--- config.mk ---
export PLATFORM = sky130hd
export DESIGN_NAME = bp2c_corr_pred
export DESIGN_NICKNAME = d
export VERILOG_FILES = /design/src/rtl/bp2c_pkg.sv /design/src/rtl/bp2c_rst_sync.sv /design/src/rtl/bp2c_hist.sv /design/src/rtl/bp2c_sat_ctr.sv /design/src/rtl/bp2c_corr_pred.sv
export SDC_FILE = /design/constraint.sdc
export NUM_CORES = 1
export LEC_CHECK = 0
export BUFFER_PORTS_ARGS = -buffer_cell sky130_fd_sc_hd__buf_2
export CAP_MARGIN = 20
export CORE_AREA = 2 2 48 45
export DETAILED_ROUTE_END_ITERATION = 10
export DIE_AREA = 0 0 50 47
export GPL_TIMING_DRIVEN = 0
export SLEW_MARGIN = 20
export SYNTH_ARGS = -nofsm -noshare
export SYNTH_HDL_FRONTEND = slang
export SYNTH_SLANG_ARGS = --single-unit
--- constraint.sdc ---
create_clock -name clk -period 1.8 [get_ports clk]
set_clock_uncertainty 0.15 [all_clocks]
set_input_delay 0.09 -clock clk [delete_from_list [all_inputs] [get_ports clk]]
set_output_delay 0.09 -clock clk [all_outputs]
set_load 0.02 [all_outputs]
--- src/rtl/bp2c_pkg.sv ---
package bp2c_pkg;

  // Branch direction encoding shared by history and counters
  typedef enum logic {
    BR_NOT_TAKEN = 1'b0,
    BR_TAKEN     = 1'b1
  } br_dir_e;

  localparam int unsigned HIST_N_DEF = 2;
  localparam int unsigned CTR_W_DEF  = 2;
  localparam int unsigned CTR_INIT_DEF = 1;

endpackage

--- src/rtl/bp2c_rst_sync.sv ---
module bp2c_rst_sync #(
  parameter int unsigned STAGES = 2
) (
  input  logic clk,
  input  logic rst_n,
  output logic rst_sync_n
);

  logic [STAGES-1:0] sync_q;
  logic [STAGES-1:0] sync_d;

  always_comb begin
    sync_d = {sync_q[STAGES-2:0], 1'b1};
  end

  always_ff @(posedge clk or negedge rst_n) begin
    if (!rst_n) begin
      sync_q <= '0;
    end else begin
      sync_q <= sync_d;
    end
  end

  assign rst_sync_n = sync_q[STAGES-1];

endmodule

--- src/rtl/bp2c_hist.sv ---
module bp2c_hist
  import bp2c_pkg::*;
#(
  parameter int unsigned HIST_N = HIST_N_DEF
) (
  input  logic              clk,
  input  logic              rst_n,
  input  logic [HIST_N-1:0] upd_vld,
  input  logic [HIST_N-1:0] upd_taken,
  output logic [HIST_N-1:0] hist_q
);

  for (genvar k = 0; k < HIST_N; k++) begin : g_bit
    br_dir_e dir_q;
    br_dir_e dir_d;
    logic    dir_en;

    assign dir_en = upd_vld[k];

    always_comb begin
      dir_d = dir_q;
      if (dir_en) begin
        dir_d = upd_taken[k] ? BR_TAKEN : BR_NOT_TAKEN;
      end
    end

    always_ff @(posedge clk or negedge rst_n) begin
      if (!rst_n) begin
        dir_q <= BR_NOT_TAKEN;
      end else if (dir_en) begin
        dir_q <= dir_d;
      end
    end

    assign hist_q[k] = (dir_q == BR_TAKEN);

    // a reported outcome is captured on the next edge
    p_load_r3: assert property (@(posedge clk) disable iff (!rst_n)
      upd_vld[k] |=> (hist_q[k] == $past(upd_taken[k])));

    // without a report the bit holds
    p_keep_r3: assert property (@(posedge clk) disable iff (!rst_n)
      !upd_vld[k] |=> $stable(hist_q[k]));
  end

endmodule

--- src/rtl/bp2c_sat_ctr.sv ---
module bp2c_sat_ctr
  import bp2c_pkg::*;
#(
  parameter int unsigned CTR_W    = CTR_W_DEF,
  parameter int unsigned CTR_INIT = CTR_INIT_DEF
) (
  input  logic             clk,
  input  logic             rst_n,
  input  logic             upd_en,
  input  br_dir_e          upd_dir,
  output logic [CTR_W-1:0] cnt_q
);

  localparam logic [CTR_W-1:0] CNT_MAX = {CTR_W{1'b1}};
  localparam logic [CTR_W-1:0] CNT_MIN = '0;
  localparam logic [CTR_W-1:0] CNT_RST = CTR_W'(CTR_INIT);

  logic [CTR_W-1:0] cnt_d;
  logic             at_max;
  logic             at_min;

  assign at_max = (cnt_q == CNT_MAX);
  assign at_min = (cnt_q == CNT_MIN);

  always_comb begin
    cnt_d = cnt_q;
    if (upd_dir == BR_TAKEN) begin
      if (!at_max) cnt_d = cnt_q + 1'b1;
    end else begin
      if (!at_min) cnt_d = cnt_q - 1'b1;
    end
  end

  always_ff @(posedge clk or negedge rst_n) begin
    if (!rst_n) begin
      cnt_q <= CNT_RST;
    end else if (upd_en) begin
      cnt_q <= cnt_d;
    end
  end

  p_inc_r5: assert property (@(posedge clk) disable iff (!rst_n)
    (upd_en && upd_dir == BR_TAKEN && !at_max) |=> (cnt_q == $past(cnt_q) + 1'b1));

  p_sat_hi_r5: assert property (@(posedge clk) disable iff (!rst_n)
    (upd_en && upd_dir == BR_TAKEN && at_max) |=> (cnt_q == CNT_MAX));

  p_dec_r6: assert property (@(posedge clk) disable iff (!rst_n)
    (upd_en && upd_dir == BR_NOT_TAKEN && !at_min) |=> (cnt_q == $past(cnt_q) - 1'b1));

  p_sat_lo_r6: assert property (@(posedge clk) disable iff (!rst_n)
    (upd_en && upd_dir == BR_NOT_TAKEN && at_min) |=> (cnt_q == CNT_MIN));

  p_hold_r7: assert property (@(posedge clk) disable iff (!rst_n)
    !upd_en |=> $stable(cnt_q));

endmodule

--- src/rtl/bp2c_corr_pred.sv ---
module bp2c_corr_pred
  import bp2c_pkg::*;
#(
  parameter int unsigned HIST_N   = HIST_N_DEF,
  parameter int unsigned CTR_W    = CTR_W_DEF,
  parameter int unsigned CTR_INIT = CTR_INIT_DEF
) (
  input  logic              clk,
  input  logic              rst_n,
  input  logic [HIST_N-1:0] hist_vld,
  input  logic [HIST_N-1:0] hist_taken,
  input  logic              res_vld,
  input  logic              res_taken,
  output logic              pred_taken,
  output logic [HIST_N-1:0] pred_idx
);

  localparam int unsigned NUM_CTR = 1 << HIST_N;

  logic                          rst_sync_n;
  logic [HIST_N-1:0]             hist_q;
  logic [NUM_CTR-1:0]            ctr_upd_en;
  logic [NUM_CTR-1:0][CTR_W-1:0] ctr_q;
  br_dir_e                       res_dir;

  bp2c_rst_sync #(.STAGES(2)) u_rst_sync (
    .clk        (clk),
    .rst_n      (rst_n),
    .rst_sync_n (rst_sync_n)
  );

  bp2c_hist #(.HIST_N(HIST_N)) u_hist (
    .clk       (clk),
    .rst_n     (rst_sync_n),
    .upd_vld   (hist_vld),
    .upd_taken (hist_taken),
    .hist_q    (hist_q)
  );

  assign res_dir = res_taken ? BR_TAKEN : BR_NOT_TAKEN;

  // Training uses the registered (pre-edge) history: same-cycle
  // history writes only steer later predictions.
  for (genvar i = 0; i < NUM_CTR; i++) begin : g_ctr
    assign ctr_upd_en[i] = res_vld && (hist_q == HIST_N'(i));

    bp2c_sat_ctr #(.CTR_W(CTR_W), .CTR_INIT(CTR_INIT)) u_ctr (
      .clk     (clk),
      .rst_n   (rst_sync_n),
      .upd_en  (ctr_upd_en[i]),
      .upd_dir (res_dir),
      .cnt_q   (ctr_q[i])
    );
  end

  assign pred_idx   = hist_q;
  assign pred_taken = ctr_q[hist_q][CTR_W-1];

  // at most one counter trains per cycle
  p_one_upd_r7: assert property (@(posedge clk) disable iff (!rst_sync_n)
    $onehot0(ctr_upd_en));

  // a taken resolve moves the counter picked before the edge
  p_old_hist_r8: assert property (@(posedge clk) disable iff (!rst_sync_n)
    (res_vld && res_taken && ctr_q[pred_idx] != {CTR_W{1'b1}})
      |=> (ctr_q[$past(pred_idx)] == $past(ctr_q[pred_idx]) + 1'b1));

endmodule

Word-level counts from Yosys, hierarchy flattened
Cells that the tools add are included.
{"block": "totals", "out_inout_bits": 3, "register_bits": 12, "word_cells": 61, "input_bits": 8}
{"block": "op_classes", "n_eq_ne": 15, "add_sub_neg": 8, "n_reduce_logical": 13, "mux": 17, "n_lt_le_gt_ge": 1}
{"operator": "2-to-1 mux 2 bit", "n": 13}
{"operator": "inequality test 2 bit, second input constant", "n": 7}
{"operator": "equality test 2 bit, second input constant", "n": 6}
{"operator": "AND reduction 3 bit", "n": 4}
{"operator": "zero test 2 bit", "n": 5}
{"operator": "adder 2 x 1 -> 2 bit, second input constant", "n": 4}
{"operator": "subtractor 2 x 1 -> 2 bit, second input constant", "n": 4}
{"operator": "binary-select mux 2 bit (select 2 bit)", "n": 1}
{"operator": "logical AND 1 bit", "n": 4}
{"operator": "less-than comparator 2 x 3 -> 1 bit, second input constant", "n": 1}
{"operator": "2-to-1 mux 1 bit", "n": 3}
{"operator": "equality test 2 x 1 -> 1 bit, second input constant", "n": 1}
{"operator": "inequality test 2 x 1 -> 1 bit, second input constant", "n": 1}

Logic depth before layout (Yosys ltp)
{"block": "depth", "word_depth": 3, "mapped_depth": 4, "depth_no_buf": 3}

Cells and area by module
Synthesis repeated with hierarchy kept, for this count alone.
{"block": "unflattened", "hier_cells": 46, "hier_area_um2": 591.8}
{"mod": "bp2c_sat_ctr", "area_each_um2": 96.3, "cells_per_inst": 8, "n_inst": 4}
{"mod": "bp2c_hist", "area_each_um2": 95.1, "cells_per_inst": 6, "n_inst": 1}
{"mod": "bp2c_corr_pred", "area_each_um2": 57.6, "cells_per_inst": 5, "n_inst": 1}
{"mod": "bp2c_rst_sync", "area_each_um2": 53.8, "cells_per_inst": 3, "n_inst": 1}

Worst setup path after synthesis
No wires, ideal clock.
{"block": "synth_timing", "path_type": "reg2reg", "from": "register u_hist.g_bit[0].dir_q", "to": "register g_ctr[0].u_ctr.cnt_q[0]", "arrival_time_ns": 1.185, "synth_period_minus_slack_ns": 1.418, "required_time_ns": 1.568, "path_buffers": 1, "path_stages_with_launch": 4, "slack_ns": 0.382, "path_cell_list": "dfrtp_1 > buf_6 > or3b_4 > mux2_4"}
{"block": "synth_between", "elab_chain_len": 3}
{"item": "start: declaration", "line": "bp2c_hist.sv:14", "rtl": "br_dir_e dir_q;"}
{"item": "start signal: assignment", "line": "bp2c_hist.sv:31", "rtl": "dir_q <= dir_d;"}
{"item": "zero test 2 bit", "line": "bp2c_corr_pred.sv:45", "rtl": "assign ctr_upd_en[i] = res_vld && (hist_q == HIST_N'(i));"}
{"item": "logical AND 1 bit", "line": "bp2c_corr_pred.sv:45"}
{"item": "AND reduction 3 bit (no line)"}
{"item": "end signal: assignment", "line": "bp2c_sat_ctr.sv:38", "rtl": "cnt_q <= cnt_d;"}
{"item": "end: declaration", "line": "bp2c_sat_ctr.sv:11", "rtl": "output logic [CTR_W-1:0] cnt_q"}
Every way passes these cells.
A chain may end at the register's enable or synchronous reset.

Worst setup path in the final report
{"block": "layout_timing", "from": "register u_hist.g_bit[1].dir_q", "to": "output port pred_taken"}
{"block": "layout_between", "elab_chain_len": 2}
{"item": "start: declaration", "line": "bp2c_hist.sv:14"}
{"item": "start signal: assignment", "line": "bp2c_hist.sv:31"}
{"item": "binary-select mux 2 bit (select 2 bit)", "line": "bp2c_corr_pred.sv:57", "rtl": "assign pred_taken = ctr_q[hist_q][CTR_W-1];"}
{"item": "2-to-1 mux 2 bit (implied by the code)", "line": "bp2c_corr_pred.sv:57"}
{"item": "end: declaration", "line": "bp2c_corr_pred.sv:14", "rtl": "output logic pred_taken,"}
Every way passes these cells. The select of a mux whose other input is x is not followed.

==> reports/metrics.cfg <==
[drt]
via_count = 469
routed_wl_mm = 1.04
drt_iter0_drc = 2
antenna_left = 0
wire_per_inst_um = 10.2
vias_per_cell = 4.60
drc = 0
firstDrtPassIters = 4

[floorplan]
fp.dieArea_sq_um = 2350
die_w_um = 50
die_y_um = 47
pin_count = 11
initial_core_util_pct = 32.9
std_cell_rows = 15
core_area_sq_um = 1860

[logic_synthesis]
syn-num-nets = 64
ys_ff_latch = 12
ys_types = 26
yosysWarnings = 0
synth_area_leaders = dfrtp_1, dfstp_2, mux2_2, a21oi_1, mux4_2
yosysSeqAreaShare_pct = 49.9
avgSynthCellArea_sq_um = 10.9
synthDominantCellAreaShare_pct = 32.7
netlist_area_sq_um = 612
yosys.area.top_type = dfrtp_1
syn-instance-count = 56

[worst_setup_path]
worstSetupEndpointType = output pin
crit_slowest_cell = mux4_2
crit_top_cell = buf_2
cp.buffers_inverters = 2
cp_cell_sequence = buf_2 > mux4_2 > buf_2
path_class = reg -> out
crit_path_start_kind = register
max_stage_delay_ns = 0.50
arrival_ns = 1.48
cp_max_fo = 9
critPathTopFamily = multiplexers
cp.required_ns = 1.56

[timing]
slew_viol_final = 0
tns_ns = 0
max_freq_ghz = 0.583
fin_crit_ns = 1.72
whs_ns = 0.0115
setup_viol = 0
rsz0062_at_grt = no
min_period_over_period_pct = 95.4
hold_viol = 0

[global_routing]
grt_use_total_pct = 10.1
grt_pass1_wl_mm = 1.66
grt_max_degree = 11
grt_remaining_overflow = 0
antenna_found_initial = 0
grt_pass1_vias = 391

[flow_run]
cap_viol_max_count = 0

[layout]
layout_commonest_cell = buf_2
antenna_cells = 0
fillCellCount = 177
fin_nets = 86
layout_common_cells = buf_2, dfrtp_1, dlygate4sd3_1
syn_to_final_growth_pct = 30.7
drive_gt1_share_pct = 37.7

[cts]
postCtsSetupBuffers = 0
clock-sinks = 12
cts_tree = done
numCtsBuffers = 3
clkLatencyLatePin_ns = 0.27
htree_levels = 1
clk_pin_slew_ns = 0.08
cts_root_buf = clkbuf_4
clockBufferDepth = 2
cts_resized = 0

[place]
io_buffers = 10
post-dp-hpwl_um = 741
place_congestion = 0.660

[pwr]
peakVddDrop_mv = 0.508
power.leakage_nw = 0.363
clkPwrFrac_pct = 27.5
swShare_pct = 26.6
p_int_mw = 0.571
combPwrFrac_pct = 24.3
power_frac_seq_pct = 48.2
p_switching_mw = 0.207
power_density_nw_per_um2 = 973

[run_status]
status = completed

[min_path]
hold_path.class = reg -> async

[state kept, by name, summed over array words and instances (netlist names)]
name                cells
u_rst_sync.sync_q       2
g_ctr.u_ctr.cnt_q       8
u_hist.g_bit.dir_q      2
[layer usage]
| layer | wire length, um | global-route usage (%) | vias up |
|---|---|---|---|
| li1 | - | - | 235 |
| met1 | 489 | 12.9 | 226 |
| met2 | 485 | 13.4 | 6 |
| met3 | 58 | 6.05 | 2 |
| met4 | 6 | 5.00 | 0 |
| met5 | 0 | 0 | - |
[worst register-to-register path, delay by kind of cell, from the launching register on]
kind / cells / cell delay, ns
buffers and inverters: 2 / 0.72
flip-flops: 1 / 0.37
multiplexers: 1 / 0.26
[power by group through the flow]
stage | Combinational [mW] | Sequential, mW | Clock, mW
after floorplan | 0.143 | 0.371 | 0
after global placement | 0.170 | 0.379 | 0
after detailed placement | 0.176 | 0.381 | 0
after CTS | 0.191 | 0.376 | 0.225
after global routing | 0.211 | 0.383 | 0.236
final | 0.189 | 0.375 | 0.214
[through the flow]
stage	util, %	cells	total power, mW	area [sq um]	setup WS [ns]
floorplan	-	56	0.515	612	0.382
global placement	37.3	91	0.549	693	0.354
detailed placement	37.3	91	0.557	693	0.343
CTS	43.0	102	0.792	800	0.0551
global route	43.0	102	0.831	800	0.000928
finish	43.0	102	0.778	800	0.0835
[path summary, 6_finish.rpt]
kind	from	end	slack (ns)	cells after the start
hold / removal	u_rst_sync.sync_q[1]$_DFF_PN0_	g_ctr[2].u_ctr.cnt_q[1]$_DFFE_PN0P_	0.01	0
max in group asynchronous	rst_n	u_rst_sync.sync_q[0]$_DFF_PN0_	0.88	3
hold reg to reg	u_rst_sync.sync_q[1]$_DFF_PN0_	g_ctr[2].u_ctr.cnt_q[1]$_DFFE_PN0P_	0.01	0
setup reg to reg	u_hist.g_bit[1].dir_q$_DFFE_PN0P_	u_hist.g_bit[1].dir_q$_DFFE_PN0P_	0.18	3
setup / recovery	u_hist.g_bit[1].dir_q$_DFFE_PN0P_	pred_taken	0.08	3
min in group clk	res_taken	g_ctr[0].u_ctr.cnt_q[0]$_DFFE_PN1P_	0.08	3
[layout make-up]
| cell class | count | area (sq um) | area share [%] |
|---|---|---|---|
| clock buffer | 4 | 36.3 | 4.54 |
| multi-input combinational | 35 | 256 | 32.1 |
| timing repair buffer | 17 | 120 | 15.0 |
| inverter | 4 | 15.0 | 1.88 |
| tap | 25 | 31.3 | 3.91 |
| sequential | 12 | 305 | 38.2 |
| buffer | 5 | 35.0 | 4.38 |
[timing repair]
| action | in CTS | in global routing |
|---|---|---|
| setup endpoints to repair | 0 | 0 |
| hold buffers | 7 | 0 |
| hold endpoints to repair | 5 | 0 |
[synthesized netlist by cell type, drive strengths merged]
master,count
a21oi,6
nor3,1
nand4b,1
nor2,1
clkbuf,1
buf,4
maj3,2
nand3b,2
and3b,1
dfstp,4
conb,1
mux4,1
inv,4
nand4,1
or2,1
a31oi,1
nand2,4
mux2,4
o21ai,4
dfrtp,8
mux2i,1
or3b,1
o211ai,2
[kinds of logic after synthesis]
kind of cell / Yosys count / synth area share [%]
and+or+nand+nor: 13 / 13.1
muxes: 6 / 13.3
DFF: 12 / 49.9
buffers and inverters: 9 / 8.18
AOI/OAI and AO/OA: 13 / 11.7
other: 1 / 0.613
adders and majority gates: 2 / 3.27
Note: power is estimated with default switching activity, not from simulation.
